### src/rtl/bus_rsp_pkg.sv
package bus_rsp_pkg;

  localparam logic [1:0] TT_IDLE = 2'b00;
  localparam logic [1:0] TT_RSVD = 2'b01;
  localparam logic [1:0] TT_NSEQ = 2'b10;
  localparam logic [1:0] TT_SEQ  = 2'b11;

  localparam logic [1:0] SZ_BYTE = 2'b00;
  localparam logic [1:0] SZ_HALF = 2'b01;
  localparam logic [1:0] SZ_WORD = 2'b10;
  localparam logic [1:0] SZ_RSVD = 2'b11;

  typedef enum logic [1:0] {
    OC_DONE    = 2'd0,
    OC_ERR     = 2'd1,
    OC_RETRACT = 2'd2,
    OC_BREAK   = 2'd3
  } outcome_e;

  // Response pair at completion -> outcome; retract outranks plain error.
  function automatic outcome_e classify(input logic err, input logic last);
    if (err && last)  return OC_RETRACT;
    else if (err)     return OC_ERR;
    else if (last)    return OC_BREAK;
    else              return OC_DONE;
  endfunction

  // Nonsequential and sequential both move data; both have bit 1 set.
  function automatic logic is_data(input logic [1:0] t);
    return t[1];
  endfunction

  // An announcement is illegal when its type is reserved, when it is
  // sequential while the burst is broken, or when a data transfer asks
  // for the reserved size.
  function automatic logic announce_bad(input logic [1:0] t,
                                        input logic [1:0] sz,
                                        input logic       broken);
    return (t == TT_RSVD) || (t == TT_SEQ && broken) ||
           (is_data(t) && sz == SZ_RSVD);
  endfunction

endpackage

### src/rtl/bus_rsp_xfer.sv
module bus_rsp_xfer
  import bus_rsp_pkg::*;
#(
  parameter int ADDR_W = 32
) (
  input  logic              clk,
  input  logic              rst_n,
  input  logic [1:0]        xfer_type,
  input  logic [ADDR_W-1:0] xfer_addr,
  input  logic [1:0]        xfer_size,
  input  logic              xfer_write,
  input  logic              rsp_wait,
  output logic              active,
  output logic              accept,
  output logic              complete,
  output logic [ADDR_W-1:0] cur_addr,
  output logic [1:0]        cur_size,
  output logic              cur_write
);

  assign complete = active && !rsp_wait;
  assign accept   = !active || complete;

  always_ff @(posedge clk) begin
    if (!rst_n) begin
      active    <= 1'b0;
      cur_addr  <= '0;
      cur_size  <= SZ_BYTE;
      cur_write <= 1'b0;
    end else if (accept) begin
      active <= is_data(xfer_type);
      if (is_data(xfer_type)) begin
        cur_addr  <= xfer_addr;
        cur_size  <= xfer_size;
        cur_write <= xfer_write;
      end
    end
  end

endmodule

### src/rtl/bus_rsp_classify.sv
module bus_rsp_classify
  import bus_rsp_pkg::*;
(
  input  logic       clk,
  input  logic       rst_n,
  input  logic       complete,
  input  logic       rsp_error,
  input  logic       rsp_last,
  input  logic [1:0] cur_size,
  input  logic       cur_write,
  output logic       out_done,
  output logic       out_error,
  output logic       out_retract,
  output logic       out_break,
  output logic [1:0] out_size,
  output logic       out_write
);

  outcome_e oc;
  assign oc = classify(rsp_error, rsp_last);

  always_ff @(posedge clk) begin
    if (!rst_n) begin
      out_done    <= 1'b0;
      out_error   <= 1'b0;
      out_retract <= 1'b0;
      out_break   <= 1'b0;
      out_size    <= SZ_BYTE;
      out_write   <= 1'b0;
    end else begin
      out_done    <= complete && (oc == OC_DONE);
      out_error   <= complete && (oc == OC_ERR);
      out_retract <= complete && (oc == OC_RETRACT);
      out_break   <= complete && (oc == OC_BREAK);
      if (complete) begin
        out_size  <= cur_size;
        out_write <= cur_write;
      end
    end
  end

endmodule

### src/rtl/bus_rsp_reissue.sv
module bus_rsp_reissue
  import bus_rsp_pkg::*;
#(
  parameter int ADDR_W = 32
) (
  input  logic              clk,
  input  logic              rst_n,
  input  logic              complete,
  input  logic              rsp_error,
  input  logic              rsp_last,
  input  logic [ADDR_W-1:0] cur_addr,
  input  logic              accept,
  input  logic [1:0]        xfer_type,
  input  logic [ADDR_W-1:0] xfer_addr,
  output logic              retract_evt,
  output logic              reissue_hit,
  output logic              reissue_req,
  output logic [ADDR_W-1:0] reissue_addr
);

  assign retract_evt = complete && (classify(rsp_error, rsp_last) == OC_RETRACT);
  assign reissue_hit = reissue_req && accept && (xfer_type == TT_NSEQ) &&
                       (xfer_addr == reissue_addr);

  // A new retract in the same cycle wins over a clearing announcement.
  always_ff @(posedge clk) begin
    if (!rst_n) begin
      reissue_req  <= 1'b0;
      reissue_addr <= '0;
    end else if (retract_evt) begin
      reissue_req  <= 1'b1;
      reissue_addr <= cur_addr;
    end else if (reissue_hit) begin
      reissue_req  <= 1'b0;
    end
  end

endmodule

### src/rtl/bus_rsp_seqguard.sv
module bus_rsp_seqguard
  import bus_rsp_pkg::*;
(
  input  logic       clk,
  input  logic       rst_n,
  input  logic       accept,
  input  logic       complete,
  input  logic       rsp_last,
  input  logic [1:0] xfer_type,
  input  logic [1:0] xfer_size,
  output logic       broken_now,
  output logic       bad_announce,
  output logic       proto_viol
);

  logic last_pending;

  // The burst is broken by a stored last or by a last arriving right now.
  assign broken_now   = last_pending || (complete && rsp_last);
  assign bad_announce = accept && announce_bad(xfer_type, xfer_size, broken_now);

  always_ff @(posedge clk) begin
    if (!rst_n) begin
      last_pending <= 1'b1;
      proto_viol   <= 1'b0;
    end else begin
      proto_viol <= bad_announce;
      if (accept && xfer_type == TT_NSEQ)
        last_pending <= 1'b0;
      else if (complete && rsp_last)
        last_pending <= 1'b1;
    end
  end

endmodule

### src/rtl/bus_rsp_tracker.sv
module bus_rsp_tracker
  import bus_rsp_pkg::*;
#(
  parameter int ADDR_W = 32
) (
  input  logic              clk,
  input  logic              rst_n,
  input  logic [1:0]        xfer_type,
  input  logic [ADDR_W-1:0] xfer_addr,
  input  logic [1:0]        xfer_size,
  input  logic              xfer_write,
  input  logic              rsp_wait,
  input  logic              rsp_error,
  input  logic              rsp_last,
  output logic              out_done,
  output logic              out_error,
  output logic              out_retract,
  output logic              out_break,
  output logic [1:0]        out_size,
  output logic              out_write,
  output logic              reissue_req,
  output logic [ADDR_W-1:0] reissue_addr,
  output logic              proto_viol
);

  logic              active;
  logic              accept;
  logic              complete;
  logic [ADDR_W-1:0] cur_addr;
  logic [1:0]        cur_size;
  logic              cur_write;
  logic              retract_evt;
  logic              reissue_hit;
  logic              broken_now;
  logic              bad_announce;

  bus_rsp_xfer #(.ADDR_W(ADDR_W)) u_xfer (
    .clk(clk), .rst_n(rst_n),
    .xfer_type(xfer_type), .xfer_addr(xfer_addr),
    .xfer_size(xfer_size), .xfer_write(xfer_write),
    .rsp_wait(rsp_wait),
    .active(active), .accept(accept), .complete(complete),
    .cur_addr(cur_addr), .cur_size(cur_size), .cur_write(cur_write)
  );

  bus_rsp_classify u_class (
    .clk(clk), .rst_n(rst_n),
    .complete(complete), .rsp_error(rsp_error), .rsp_last(rsp_last),
    .cur_size(cur_size), .cur_write(cur_write),
    .out_done(out_done), .out_error(out_error),
    .out_retract(out_retract), .out_break(out_break),
    .out_size(out_size), .out_write(out_write)
  );

  bus_rsp_reissue #(.ADDR_W(ADDR_W)) u_reissue (
    .clk(clk), .rst_n(rst_n),
    .complete(complete), .rsp_error(rsp_error), .rsp_last(rsp_last),
    .cur_addr(cur_addr), .accept(accept),
    .xfer_type(xfer_type), .xfer_addr(xfer_addr),
    .retract_evt(retract_evt), .reissue_hit(reissue_hit),
    .reissue_req(reissue_req), .reissue_addr(reissue_addr)
  );

  bus_rsp_seqguard u_guard (
    .clk(clk), .rst_n(rst_n),
    .accept(accept), .complete(complete), .rsp_last(rsp_last),
    .xfer_type(xfer_type), .xfer_size(xfer_size),
    .broken_now(broken_now), .bad_announce(bad_announce),
    .proto_viol(proto_viol)
  );

endmodule

### config.mk
export PLATFORM = sky130hd
export DESIGN_NAME = bus_rsp_tracker
export DESIGN_NICKNAME = d
export VERILOG_FILES = /design/src/rtl/bus_rsp_pkg.sv /design/src/rtl/bus_rsp_xfer.sv /design/src/rtl/bus_rsp_classify.sv /design/src/rtl/bus_rsp_reissue.sv /design/src/rtl/bus_rsp_seqguard.sv /design/src/rtl/bus_rsp_tracker.sv
export SDC_FILE = /design/constraint.sdc
export NUM_CORES = 1
export LEC_CHECK = 0
export BUFFER_PORTS_ARGS = -buffer_cell sky130_fd_sc_hd__buf_2
export CORE_UTILIZATION = 57
export DETAILED_ROUTE_END_ITERATION = 10
export PLACE_DENSITY = 0.94
export SKIP_LAST_GASP = 1
export SYNTH_ARGS = -nofsm -noshare
export SYNTH_HDL_FRONTEND = slang
export SYNTH_HIERARCHICAL = 1
export SYNTH_SLANG_ARGS = --single-unit
### constraint.sdc
create_clock -name clk -period 4.04 [get_ports clk]
set_input_delay 0.404 -clock clk [delete_from_list [all_inputs] [get_ports clk]]
set_output_delay 0.404 -clock clk [all_outputs]
set_load 0.02 [all_outputs]
==> results.md <==
Placed design:
- The placer congestion estimate is 0.755.
- Input and output buffers added on the ports amount to between 80 and 90.
- Detailed placement ended at an HPWL of between 5000 and 6000 um.

Floorplanning:
- The count of pins on the block boundary is 83.
- The floorplan die width is between 70 and 80 um.
- The floorplan step defined a core boundary enclosing 5610 um^2.
- The site row count is 27.
- The area of the die is around 6200 um^2.
- The die is between 70 and 80 um tall.
- For this configuration, the core starts out at a cell density of 0.603.

CTS:
- Buffers added to address setup during post-CTS repair amount to 0.
- The number of buffers created by CTS is 9.
- The TritonCTS clock tree is built.
- The clock transition at the registers of the reported paths is about 0.070 ns.
- The latest clock arrival within the worst-skew pair is ~0.34 ns.
- The clock sink count is 78.
- The H-tree was split into 3 levels.
- Buffers inserted to repair hold after CTS numbered 0.
- Clock tree synthesis selected as its root buffer the cell clkbuf_8.
- Once the clock tree was built, the resizer swapped 0 gates to a different size.
- The worst-case clock buffer depth is 2.

Finish:
- The count of fill cells added during filler insertion is around 460.
- Relative to the synthesized area, the layout overhead comes to 15.7%.
- The antenna diode instance count is 0.
- At the end of the flow, the number of nets in the layout was 489.
- Of the cells placed in the final design, the portion with a size suffix greater than 1 is 0.233.

Timing:
- The number of setup violations in the final report is 0.
- Setup repair after global routing left no endpoint under its margin.
- The setup TNS after final layout is 0 ns.
- The worst path needs approximately 2.4 ns of the cycle, external delays included.
- The actual slew at the worst max-slew pin is ~1.1 ns.
- The final critical-path share of the clock period is 0.592.
- The final hold slack is about 0.28 ns.
- Based on the critical path, the design can be clocked at up to ~0.42 GHz.
- The tightest slew margin relative to the limit is 0.276.
- The number of max-slew violations in the final report came to 0.
- The hold violation count in the final report is 0.
- The post-route clock skew is between 0.005 and 0.006 ns.

Power and ir drop:
- Summed over all nets, the switching power comes to 0.355 mW.
- Internal power comes to roughly 1.1 mW.
- The clock group share of total power is 0.337.
- The maximum VDD drop is slightly below 0.2 mV.
- For this design the static power due to leakage is between 1.5 and 2 nW.
- Of the total power, the share spent switching nets is 0.245.
- Power spread over the standard cell area amounts to around 370 nW/um^2.
- The power share of the sequential group is 0.561.
- The share of power burned in combinational logic is 0.103.

Worst setup path:
- The critical path is of the reg2reg type.
- The maximum cell stage delay along the critical path is roughly 0.6 ns.
- STA classifies the critical path startpoint as a flop.
- STA classifies the critical path endpoint as a flop.
- Of all nets on the critical path, the largest fanout is 34.
- Traced cell by cell, the critical path runs through and2b_2, nand3_2, buf_4, inv_2, or4_1, o221a_1.
- Among all stages on the critical path, the largest delay is contributed by or4_1.
- The data arrival time at the worst-slack endpoint is 2.63 ns.
- The required time of the critical path is around 4.3 ns.

Detailed routing:
- The aggregate routed wire length is between 7000 and 8000 um.
- Dividing the detail-routed wire length by the instance count gives 14.3 um.
- The vias per cell is 5.30.
- The detailed router placed 2,769 vias in this run.
- The count of nets left with antenna violations after detail routing is 0.
- The initial detailed-routing violation count is about 150.
- In the routed design, unresolved DRC markers number 0.
- The first-pass iteration count of the detailed router is 4.

Logic synthesis:
- The total nets after synthesis is a little over 400.
- In this run the cell area of the synthesized design comes to 3380 um^2.
- Synthesis handed over a netlist of around 370 instances.
- During synthesis, Yosys emitted a total of 6 warnings.
- In this run the mean area of a mapped cell was 9.07 um^2.

Run status:
- The flow ran to the end, and the final reports show no timing, DRC or antenna violations.

GRT:
- The number of global-route vias before repair is around 2,700.
- In the global route stage, overall resource usage came out at 0.253.
- Summed over all layers, the global routing overflow is 0.
- The global-route wire length before repair is between 10,000 and 15,000 um.
- The initial antenna violation count was 0.
- Entering global routing, the biggest net connects between 70 and 80 pins.

Run:
- Across the run, the number of max-cap violations was 0.

Hold path:
- The tightest min-delay check is of the in2reg type.
==> final timing paths <==
kind / startpoint / to / slack (ns) / cells past startpoint
worst max register to register: u_xfer/active$_SDFFE_PN0P_ / u_reissue/reissue_req$_SDFFE_PN0P_ / 1.65 / 6
worst min-delay path: rsp_error / u_class/out_break$_SDFF_PN0_ / 0.28 / 2
worst max-delay path: u_xfer/active$_SDFFE_PN0P_ / u_reissue/reissue_req$_SDFFE_PN0P_ / 1.65 / 6
worst min register to register: u_xfer/cur_addr[13]$_SDFFE_PN0P_ / u_xfer/cur_addr[13]$_SDFFE_PN0P_ / 0.46 / 2
==> cells in the final DEF, fill, tap and decap left out, types with 2 or more instances in the layout <==
cell type,count
a21boi_0,16
a21boi_1,16
buf_2,82
buf_4,3
clkbuf_1,2
clkbuf_8,10
clkinv_2,2
dfxtp_1,78
mux2i_1,38
nand2_1,138
nand4_1,6
nor2b_1,5
nor3_1,2
nor3b_2,2
nor4_1,3
xnor2_1,20
xor2_1,12
==> final cells by class <==
cell class | count | area [um^2] | share of cell area
Tap cell | 72 | 90.1 | 0.0230
Multi-Input combinational cell | 272 | 1670 | 0.427
Inverter | 1 | 3.75 | 0.000959
Clock inverter | 2 | 10.0 | 0.00256
Clock buffer | 12 | 145 | 0.0371
Sequential cell | 78 | 1560 | 0.399
Timing Repair Buffer | 85 | 433 | 0.111
==> registers in the layout, indices dropped and copies added (netlist names) <==
name                    cells
u_class/out_break           1
u_class/out_done            1
u_class/out_error           1
u_class/out_retract         1
u_class/out_size            2
u_class/out_write           1
u_guard/last_pending        1
u_guard/proto_viol          1
u_reissue/reissue_addr     32
u_reissue/reissue_req       1
u_xfer/active               1
u_xfer/cur_addr            32
u_xfer/cur_size             2
u_xfer/cur_write            1
==> metal layers <==
layer | track usage | wire length (um) | vias up
met5 | 0 | 0 | -
met1 | 0.319 | 3360 | 1305
met2 | 0.397 | 3450 | 85
met4 | 0.147 | 211 | 0
li1 | - | - | 1359
met3 | 0.0540 | 432 | 20
==> stage by stage <==
| step | setup WS, ns | instances | util | area [um^2] | power [mW] |
|---|---|---|---|---|---|
| floorplan | 2.41 | 373 | - | 3380 | 0.930 |
| global placement | 1.52 | 508 | 0.670 | 3760 | 0.969 |
| detailed placement | 1.46 | 508 | 0.670 | 3760 | 0.977 |
| CTS | 1.67 | 522 | 0.698 | 3910 | 1.46 |
| global route | 1.54 | 522 | 0.698 | 3910 | 1.51 |
| finish | 1.65 | 522 | 0.698 | 3910 | 1.45 |
==> power by group through the flow <==
stage          Clock, mW  Combinational [mW]  Sequential, mW
2_1_floorplan          0              0.0990           0.831
3_3_place_gp           0               0.141           0.828
3_5_place_dp           0               0.147           0.830
4_1_cts            0.498               0.148           0.812
5_1_grt            0.532               0.161           0.815
6_report           0.488               0.149           0.812
==> worst max-delay path, delay by kind of cell, from the launching register on <==
kind                   cells  cell delay, ns
and+or+nand+nor            3            0.99
buffers and inverters      2            0.68
DFF                        1            0.35
AOI/OAI and AO/OA          1            0.22
Power figures use the tool's default switching activity.
